[src/rtl/sw_ctrl_pkg.sv]
// Package: shared definitions for the cycle-skipping switch controller.
// Assumes nothing beyond IEEE 1800-2017 enum support.
package sw_ctrl_pkg;

    // Auto-restart timer phase.
    typedef enum logic {
        AR_RUN  = 1'b0,
        AR_HOLD = 1'b1
    } ar_phase_e;

    // Index of each hysteretic lockout flag in the flag vector.
    localparam int FLT_UV  = 0;
    localparam int FLT_OT  = 1;
    localparam int NUM_FLT = 2;

endpackage

[src/rtl/sw_hyst_flag.sv]
// Module: sw_hyst_flag
// A set/clear flag that models comparator hysteresis: one input sets the
// fault and only the other input clears it. Set wins when both are high.
// Assumes set_i and clr_i are synchronous to clk.
module sw_hyst_flag #(
    parameter bit RST_VAL = 1'b0
) (
    input  logic clk,
    input  logic rst_n,
    input  logic set_i,
    input  logic clr_i,
    output logic flag_o
);

    logic flag_q;

    // Hold the fault state between the set and clear thresholds.
    always_ff @(posedge clk) begin
        if (!rst_n)
            flag_q <= RST_VAL;
        else if (set_i)
            flag_q <= 1'b1;
        else if (clr_i)
            flag_q <= 1'b0;
    end

    assign flag_o = flag_q;

    AST_FLAG_SET: assert property (@(posedge clk) disable iff (!rst_n)
        set_i |=> flag_o);
    AST_FLAG_CLR: assert property (@(posedge clk) disable iff (!rst_n)
        (clr_i && !set_i) |=> !flag_o);
    AST_FLAG_HOLD: assert property (@(posedge clk) disable iff (!rst_n)
        (!set_i && !clr_i) |=> $stable(flag_o));

endmodule

[src/rtl/sw_restart_timer.sv]
// Module: sw_restart_timer
// Auto-restart timer. In the run phase it counts clocks since the last
// cycle start that saw feedback-disable high. After RUN_CLKS clocks without
// such an event it enters the hold phase for OFF_CLKS clocks, then runs again.
// Assumes RUN_CLKS and OFF_CLKS are at least 2.
module sw_restart_timer
    import sw_ctrl_pkg::*;
#(
    parameter int RUN_CLKS = 5_000_000,
    parameter int OFF_CLKS = 100_000_000
) (
    input  logic clk,
    input  logic rst_n,
    input  logic start_i,
    input  logic fb_dis_i,
    output logic hold_o
);

    localparam int MAX_CLKS = (RUN_CLKS > OFF_CLKS) ? RUN_CLKS : OFF_CLKS;
    localparam int CW       = $clog2(MAX_CLKS + 1);
    localparam logic [CW-1:0] RUN_LAST = CW'(RUN_CLKS - 1);
    localparam logic [CW-1:0] OFF_LAST = CW'(OFF_CLKS - 1);

    ar_phase_e       phase_q;
    logic [CW-1:0]   cnt_q;

    // Advance the run/hold window counter and switch phase at its ends.
    always_ff @(posedge clk) begin
        if (!rst_n) begin
            phase_q <= AR_RUN;
            cnt_q   <= '0;
        end else begin
            case (phase_q)
                AR_RUN: begin
                    if (start_i && fb_dis_i) begin
                        cnt_q <= '0;
                    end else if (cnt_q == RUN_LAST) begin
                        phase_q <= AR_HOLD;
                        cnt_q   <= '0;
                    end else begin
                        cnt_q <= cnt_q + 1'b1;
                    end
                end
                default: begin
                    if (cnt_q == OFF_LAST) begin
                        phase_q <= AR_RUN;
                        cnt_q   <= '0;
                    end else begin
                        cnt_q <= cnt_q + 1'b1;
                    end
                end
            endcase
        end
    end

    assign hold_o = (phase_q == AR_HOLD);

    AST_HOLD_NOT_AFTER_FB: assert property (@(posedge clk) disable iff (!rst_n)
        $rose(hold_o) |-> $past(!(start_i && fb_dis_i)));
    AST_FB_KEEPS_RUN: assert property (@(posedge clk) disable iff (!rst_n)
        (!hold_o && start_i && fb_dis_i) |=> !hold_o);

endmodule

[src/rtl/sw_gate_ctrl.sv]
// Module: sw_gate_ctrl
// Per-cycle gate decision. On a cycle start it latches an on/skip decision
// from feedback, the duty window and the block input. During conduction it
// ends the pulse on block, on the end of the duty window, or on over-current
// once the blanking counter has run out.
// Assumes start_i is a one-clock pulse and BLANK_CLKS >= 1.
module sw_gate_ctrl #(
    parameter int BLANK_CLKS = 26
) (
    input  logic clk,
    input  logic rst_n,
    input  logic start_i,
    input  logic fb_dis_i,
    input  logic dmax_i,
    input  logic ilim_i,
    input  logic block_i,
    output logic gate_o
);

    localparam int BW = $clog2(BLANK_CLKS + 1);
    localparam logic [BW-1:0] BLANK_LOAD = BW'(BLANK_CLKS);

    logic          gate_q;
    logic [BW-1:0] blank_q;
    logic          blank_done;
    logic          cut_now;

    assign blank_done = (blank_q == '0);
    assign cut_now    = block_i || !dmax_i || (ilim_i && blank_done);

    // Decide the gate at cycle start; end conduction on any cut condition.
    always_ff @(posedge clk) begin
        if (!rst_n) begin
            gate_q  <= 1'b0;
            blank_q <= '0;
        end else if (start_i) begin
            gate_q  <= !fb_dis_i && !block_i && dmax_i;
            blank_q <= BLANK_LOAD;
        end else if (gate_q) begin
            if (cut_now)
                gate_q <= 1'b0;
            if (!blank_done)
                blank_q <= blank_q - 1'b1;
        end
    end

    assign gate_o = gate_q;

    AST_ON_ONLY_AT_START: assert property (@(posedge clk) disable iff (!rst_n)
        $rose(gate_q) |-> $past(start_i && !fb_dis_i));
    AST_SKIP_CYCLE: assert property (@(posedge clk) disable iff (!rst_n)
        (start_i && fb_dis_i) |=> !gate_q);
    AST_OFF_STAYS_OFF: assert property (@(posedge clk) disable iff (!rst_n)
        (!gate_q && !start_i) |=> !gate_q);
    AST_ILIM_CUT: assert property (@(posedge clk) disable iff (!rst_n)
        (gate_q && blank_done && ilim_i && !start_i) |=> !gate_q);
    AST_BLANK_HOLD: assert property (@(posedge clk) disable iff (!rst_n)
        (gate_q && !blank_done && dmax_i && !block_i && !start_i) |=> gate_q);
    AST_DMAX_CUT: assert property (@(posedge clk) disable iff (!rst_n)
        (!dmax_i && !start_i) |=> !gate_q);
    AST_BLOCK_CUT: assert property (@(posedge clk) disable iff (!rst_n)
        block_i |=> !gate_q);

endmodule

[src/rtl/sw_cycle_skip_ctrl.sv]
// Module: sw_cycle_skip_ctrl (top)
// Cycle-skipping switch controller. Detects the start of each oscillator
// cycle, keeps the undervoltage and over-temperature lockout flags, runs
// the auto-restart timer and drives the gate through the per-cycle decision.
// Assumes all inputs are synchronous to clk and the cycle clock is high for
// at least one clk period and low for at least one clk period.
module sw_cycle_skip_ctrl
    import sw_ctrl_pkg::*;
#(
    parameter int BLANK_CLKS = 26,
    parameter int RUN_CLKS   = 5_000_000,
    parameter int OFF_CLKS   = 100_000_000
) (
    input  logic clk,
    input  logic rst_n,
    input  logic cyc_clk_i,
    input  logic dmax_i,
    input  logic fb_dis_i,
    input  logic ilim_i,
    input  logic uv_lo_i,
    input  logic uv_hi_i,
    input  logic th_hot_i,
    input  logic th_cool_i,
    output logic gate_o
);

    // Reset value per lockout flag: undervoltage starts active.
    localparam logic [NUM_FLT-1:0] FLT_RST = NUM_FLT'(1) << FLT_UV;

    logic               cyc_q;
    logic               start;
    logic [NUM_FLT-1:0] flt_set;
    logic [NUM_FLT-1:0] flt_clr;
    logic [NUM_FLT-1:0] flt;
    logic               ar_hold;
    logic               block;

    // Remember the cycle clock level to find its rising edge.
    always_ff @(posedge clk) begin
        if (!rst_n)
            cyc_q <= 1'b0;
        else
            cyc_q <= cyc_clk_i;
    end

    assign start = cyc_clk_i && !cyc_q;

    assign flt_set[FLT_UV] = uv_lo_i;
    assign flt_clr[FLT_UV] = uv_hi_i;
    assign flt_set[FLT_OT] = th_hot_i;
    assign flt_clr[FLT_OT] = th_cool_i;

    for (genvar gi = 0; gi < NUM_FLT; gi++) begin : g_flt
        sw_hyst_flag #(
            .RST_VAL (FLT_RST[gi])
        ) u_flag (
            .clk    (clk),
            .rst_n  (rst_n),
            .set_i  (flt_set[gi]),
            .clr_i  (flt_clr[gi]),
            .flag_o (flt[gi])
        );
    end

    sw_restart_timer #(
        .RUN_CLKS (RUN_CLKS),
        .OFF_CLKS (OFF_CLKS)
    ) u_restart (
        .clk      (clk),
        .rst_n    (rst_n),
        .start_i  (start),
        .fb_dis_i (fb_dis_i),
        .hold_o   (ar_hold)
    );

    assign block = (|flt) || ar_hold;

    sw_gate_ctrl #(
        .BLANK_CLKS (BLANK_CLKS)
    ) u_gate (
        .clk      (clk),
        .rst_n    (rst_n),
        .start_i  (start),
        .fb_dis_i (fb_dis_i),
        .dmax_i   (dmax_i),
        .ilim_i   (ilim_i),
        .block_i  (block),
        .gate_o   (gate_o)
    );

    AST_UV_LOCKS_GATE: assert property (@(posedge clk) disable iff (!rst_n)
        flt[FLT_UV] |=> !gate_o);
    AST_OT_LOCKS_GATE: assert property (@(posedge clk) disable iff (!rst_n)
        flt[FLT_OT] |=> !gate_o);
    AST_NO_RISE_OFF_EDGE: assert property (@(posedge clk) disable iff (!rst_n)
        $rose(gate_o) |-> $past(start));

endmodule

[config.mk]
export PLATFORM = sky130hd
export DESIGN_NAME = sw_cycle_skip_ctrl
export DESIGN_NICKNAME = d
export VERILOG_FILES = /design/src/rtl/sw_ctrl_pkg.sv /design/src/rtl/sw_hyst_flag.sv /design/src/rtl/sw_restart_timer.sv /design/src/rtl/sw_gate_ctrl.sv /design/src/rtl/sw_cycle_skip_ctrl.sv
export SDC_FILE = /design/constraint.sdc
export NUM_CORES = 1
export LEC_CHECK = 0
export BUFFER_PORTS_ARGS = -buffer_cell sky130_fd_sc_hd__buf_2
export CORE_ASPECT_RATIO = 1.5
export CORE_MARGIN = 2
export CORE_UTILIZATION = 34
export DETAILED_ROUTE_END_ITERATION = 8
export PLACE_DENSITY = 0.48
export SYNTH_ARGS = -nofsm -noshare
export SYNTH_HDL_FRONTEND = slang
export SYNTH_HIERARCHICAL = 1
export SYNTH_SLANG_ARGS = --single-unit
[constraint.sdc]
create_clock -name clk -period 2.9 [get_ports clk]
set_clock_uncertainty 0.1 [all_clocks]
set_input_delay 0.58 -clock clk [delete_from_list [all_inputs] [get_ports clk]]
set_output_delay 0.58 -clock clk [all_outputs]
set_load 0.03 [all_outputs]
After elaboration in Yosys (flattened, before gate mapping). Cells that the tools add are included. W data, S select, Z words.

Bits in registers: 37. Input port bits: 10. Output and inout bits: 1. Logic and storage cells: 51.

Add/sub/neg operators: 2. Equality and inequality tests: 3. Multiplexer cells: 16. Bitwise logic cells: 2. Reduce and logical (&&, ||, !) cells: 20.

Operators by type and width (count): $mux W27 (4); $add A27 B1 Y27 const B (1); $eq A27 B23 Y1 const B (1); $eq A27 B27 Y1 const B (1); $mux W5 (3); $mux W1 (9); $reduce_or A2 Y1 (3); $logic_and A1 B1 Y1 (5); $logic_not A5 Y1 (1); $sub A5 B1 Y5 const B (1); $logic_not A1 Y1 (4); $reduce_and A2 Y1 (2); $reduce_bool A2 Y1 (2); $logic_or A1 B1 Y1 (3); $ne A2 B2 Y1 const B (1); $not A1 Y1 (2).

Depth between registers and ports, before layout.
Word-level depth: 7. Mapped depth: 6. Depth with buffers taken out: 5.

By module. Netlist, hierarchy kept.

Modules (own cells, without submodules): sw_restart_timer (instances 1, cells an instance 164, area each 1497.7 µm², sequential area each 560.5 µm²); sw_gate_ctrl (instances 1, cells an instance 35, area each 332.8 µm², sequential area each 120.1 µm²); sw_hyst_flag at g_flt[1].u_flag (instances 1, cells an instance 3, area each 41.3 µm², sequential area each 20.0 µm²); sw_cycle_skip_ctrl (instances 1, cells an instance 4, area each 38.8 µm², sequential area each 20.0 µm²); sw_hyst_flag at g_flt[0].u_flag (instances 1, cells an instance 3, area each 33.8 µm², sequential area each 20.0 µm²).

Least setup slack after synthesis. Ideal clock, no wire load.

Path kind: register to register. Start: reg u_restart.cnt_q[0]. End: reg u_restart.cnt_q[24]. Setup time: 0.095 ns. Arrival time: 2.006 ns. Required time: 2.705 ns. Slack: 0.699 ns. Cell stages (with the launch flop): 7. Buffers on the path: 1. Clock period less this slack: 2.201 ns. Cell sequence: dfxtp_1 ha_1 nand3_1 or4_4 buf_6 or3_1 a221oi_1.

Word-level cells in the longest chain between the ends: 4. Elaborated cells on any way between the ends: 7. Those cells by class: 1 x add/sub; 2 x eq/ne; 4 x mux.

RTL lines: start: declaration (line sw_restart_timer.sv:25) `logic [CW-1:0] cnt_q;`; start signal: assignment (line sw_restart_timer.sv:41) `cnt_q <= cnt_q + 1'b1;`; start signal: assignment (line sw_restart_timer.sv:49) `cnt_q <= cnt_q + 1'b1;`; $add A27 B1 Y27 / $eq A27 B23 Y1 (equally long branches) (line sw_restart_timer.sv:41, sw_restart_timer.sv:49, sw_restart_timer.sv:37); $mux W27 (line sw_restart_timer.sv:37) `end else if (cnt_q == RUN_LAST) begin`; $mux W27 (line sw_restart_timer.sv:35) `if (start_i && fb_dis_i) begin`; $mux W27 * (line sw_restart_timer.sv:33) `case (phase_q)`.

Every way passes the cells marked *; elsewhere a longest branch is shown, timed or not. A chain may end at the register's enable or synchronous reset.

Worst setup path in the final report.
Start: reg u_restart.cnt_q[0]. End: reg u_restart.cnt_q[26].

Same word-level chain as after synthesis.

==> impl_results.md <==
* Hold Crit Class: reg -> reg
* Sw Share at 22.3%
* Total GRT Usage at between 10 and 15%
* Met2 WL post-DR at roughly 2300 um
* Setup Buffers After CTS at 0
* Drt wl/cell at between 15 and 20 um
* Avg Cell Area, Syn at a little over 9 um^2
* # hold bufs at CTS at 0
* CORE AREA at 5490 um^2
* Syn. warnings at 6
* WL met3 at 183 um
* Area share of fa/ha/maj cells after synthesis at around 1.3%
* Worst Path Required at about 3.0 ns
* Iter 0 DRT Violations at a little under 90
* CP max FO at 13
* Power Density at 437 nW/um^2
* Setup Crit Path Kind: reg -> reg
* Total gr overflow at 0
* Metal-1 WL at approximately 1900 um
* Synth Area in XOR/XNOR at just under 6%
* Standard-cell rows at 33
* Min Clock Period, post-route at between 2 and 2.5 ns
* Top post-synthesis cells by area: dfxtp_1 (38%), a211oi_1 (6.2%), a221oi_1 (4.5%)
* Port Buf Inserts at 10
* CTS tree: done
* Fin crit share at a little under nine tenths
* Delay-heaviest family, CP: simple AND/OR/NAND/NOR gates
* Drt drc at 0
* Hold Vio Cnt, Final at 0
* RSZ-0062 raised after global routing: false
* Slew @ Worst Pin at 0.634 ns
* Logic pwr share at under 10%
* Die Y-Extent at approximately 97 um
* Reg power frac at a little under three fifths
* Maximum VDD drop at around 0.00021 V
* Post-synth top area share at a little under two fifths
* Total Die Area at ~6400 um^2
* Final #Nets at 233
* Post-CTS Resized at 0
* # setup viols final at 0
* DRT Pass-1 Iters at 4
* Post-synthesis cell type count at 48
* Antenna viol nets, final at 0
* Cells after Synth at ~210
* Initial core utilization at around 35%
* Simple-Gate Fraction of Synth Area at roughly 30%
* Fmax at roughly 400 MHz
* DR vias/cell at between 5 and 6
* Top Metal Used: met4
* Lkg Pwr at ~0.63 nW
* Relative slew slack at between 50% and 60%
* Main combinational cell family by area after synthesis: simple AND/OR/NAND/NOR gates
* Power, Total at roughly 0.00094 W
* IO Count at 11
* Post-synthesis net count at about 220
* Most used DFF post-synth: dfxtp_1
* ANT cells at 0
* Initial antenna violation count at 0
* Status: finished, final reports clean
* Slew Limit Fails at 0
* Number of CTS-inserted buffers at 5
* Critical path endpoint category: flop
* Cell taking the most area after synthesis: dfxtp_1
* Cell area after synthesis at between 1500 and 2000 um^2
* Clk_lat worst skew at between 0.2 and 0.3 ns
* Crit-path cells: ha_1 -> nand3_1 -> or4_4 -> or4_1 -> a221oi_1
* Setup TNS at 0 ns
* Routed WL at approximately 4500 um
* Buf/Inv on CP at 0
* Worst-path clk slew at 0.07 ns
* Root Buffer: clkbuf_8
* Startpoint types: flop
* Via count at roughly 1700
* Max-cap viol count at 0
* Area grow syn2layout at 10.8%
* Pint at ~0.00073 W
* H-tree levels at 2
* Largest net degree at the start of global routing at 28
* Synth Register Bits at 37
* Die width at ~66 um
* Post-synth ARST share at 0%
* First-pass GRT wire length at around 7500 um
* CTS Sinks at 37
* Post-synth EDFFs at 0
* DP Wirelength at ~3300 um
* CP peak stage delay at between 0.6 and 0.7 ns
* Sequential-to-total area share from yosys stat at about two fifths
* Data arrival time of the critical path at around 2.6 ns
* Mux contribution to synthesized area at 0%
* Gp weighted congestion at around 0.92
* Vias in the first global route at 1575
* Clock tree buffer depth at 2
* Layout cells sized above 1 at between 10% and 20%
* Switch Pwr at ~0.00021 W
* CP max-delay cell: or4_4
* Clock power frac at a little under two fifths
* Synth Area in Compound Gates at a little over a fifth
## logic make-up (layout without fill, tap and decap cells)
kind of cell,after synthesis,in the layout
AOI/OAI and AO/OA,54,54
DFF,37,37
and+or+nand+nor,87,87
adders and majority gates,2,2
buffers and inverters,16,28
xor gates and xnor gates,13,13
## cells in the final DEF (no fill, tap or decap), types with 2 or more instances in the layout
cell type | Yosys | layout
or4_4 | 2 | 2
o21ai_1 | 2 | 2
nor2_1 | 4 | 4
or3_1 | 9 | 9
nand3_1 | 10 | 10
nand2b_1 | 2 | 2
a211oi_1 | 16 | 16
o21a_1 | 2 | 2
nand4_1 | 6 | 6
a221oi_2 | 2 | 2
a21oi_1 | 3 | 3
buf_2 | 2 | 10
nand4b_1 | 2 | 2
nor2b_1 | 3 | 3
nor4_1 | 5 | 5
a221oi_1 | 10 | 10
o21ai_0 | 9 | 9
nand2_1 | 18 | 18
buf_4 | 1 | 5
clkbuf_8 | 0 | 6
ha_1 | 2 | 2
nor4b_1 | 4 | 4
and3_1 | 4 | 4
and4_1 | 2 | 2
inv_1 | 5 | 5
or4_1 | 5 | 5
xor2_1 | 5 | 5
o31ai_1 | 4 | 4
nor3_1 | 2 | 2
dfxtp_1 | 37 | 37
xnor2_1 | 8 | 8
## final timing paths
| check | slack (ns) | start | to | depth (start not counted) |
|---|---|---|---|---|
| setup reg to reg | 0.41 | u_restart/cnt_q[0] | u_restart/cnt_q[26] | 5 |
| hold / removal | 0.38 | g_flt[0].u_flag/flag_o | g_flt[0].u_flag/flag_o | 2 |
| hold reg to reg | 0.38 | g_flt[0].u_flag/flag_o | g_flt[0].u_flag/flag_o | 2 |
| setup / recovery | 0.41 | u_restart/cnt_q[0] | u_restart/cnt_q[26] | 5 |
## state kept, by name (all words and copies together), names as in the netlist
signal	cells
u_restart/cnt_q	27
u_gate/blank_q	5
g_flt.u_flag/flag_o	2
cyc_q	1
u_gate/gate_o	1
u_restart/hold_o	1
## cell usage after synthesis (3+ instances only)
master     n
or3_1      9
inv_1      5
clkbuf_1   6
a221oi_1  10
and3_1     4
a21oi_1    3
a211oi_1  16
nand4_1    6
nand3_1   10
nor4b_1    4
xor2_1     5
o31ai_1    4
xnor2_1    8
nand2_1   18
dfxtp_1   37
nor2b_1    3
o21ai_0    9
or4_1      5
nor2_1     4
nor4_1     5
## per-layer routing
metal	up-vias	GRT usage [%]
met5	-	0
met4	0	6.09
met3	10	3.26
met2	47	24.9
met1	815	18.2
li1	840	-
## power by group through the flow
stage | clock [W] | sequential [W] | combinational (W)
global placement | 0 | 0.000537 | 0.0000571
CTS | 0.000370 | 0.000526 | 0.0000591
finish | 0.000356 | 0.000527 | 0.0000588
detailed placement | 0 | 0.000538 | 0.0000590
global route | 0.000390 | 0.000528 | 0.0000657
floorplan | 0 | 0.000536 | 0.0000408
## tightest hold or removal path: cells and delay by family, from the launching register on
family | cells | cell delay [ns]
flip-flops | 1 | 0.32
AND/OR/NAND/NOR | 2 | 0.12
## area by class of cell
| class | instances | area (um^2) |
|---|---|---|
| Clock buffer | 7 | 86.3 |
| Fill cell | 552 | 3340 |
| Inverter | 6 | 22.5 |
| Tap cell | 70 | 87.6 |
| Timing Repair Buffer | 15 | 87.6 |
| Sequential cell | 37 | 741 |
| Multi-Input combinational cell | 156 | 1130 |
## through the flow
stage / hold slack (ns) / area, um^2 / setup WS (ns) / instances / util (%)
2_1_floorplan: 0.339 / 1940 / 0.699 / 209 / -
3_3_place_gp: 0.363 / 2070 / 0.548 / 284 / 37.7
3_5_place_dp: 0.365 / 2070 / 0.464 / 284 / 37.7
4_1_cts: 0.377 / 2150 / 0.423 / 291 / 39.2
5_1_grt: 0.377 / 2150 / 0.284 / 291 / 39.2
6_report: 0.378 / 2150 / 0.413 / 291 / 39.2
(Power assumes the default switching activity.)
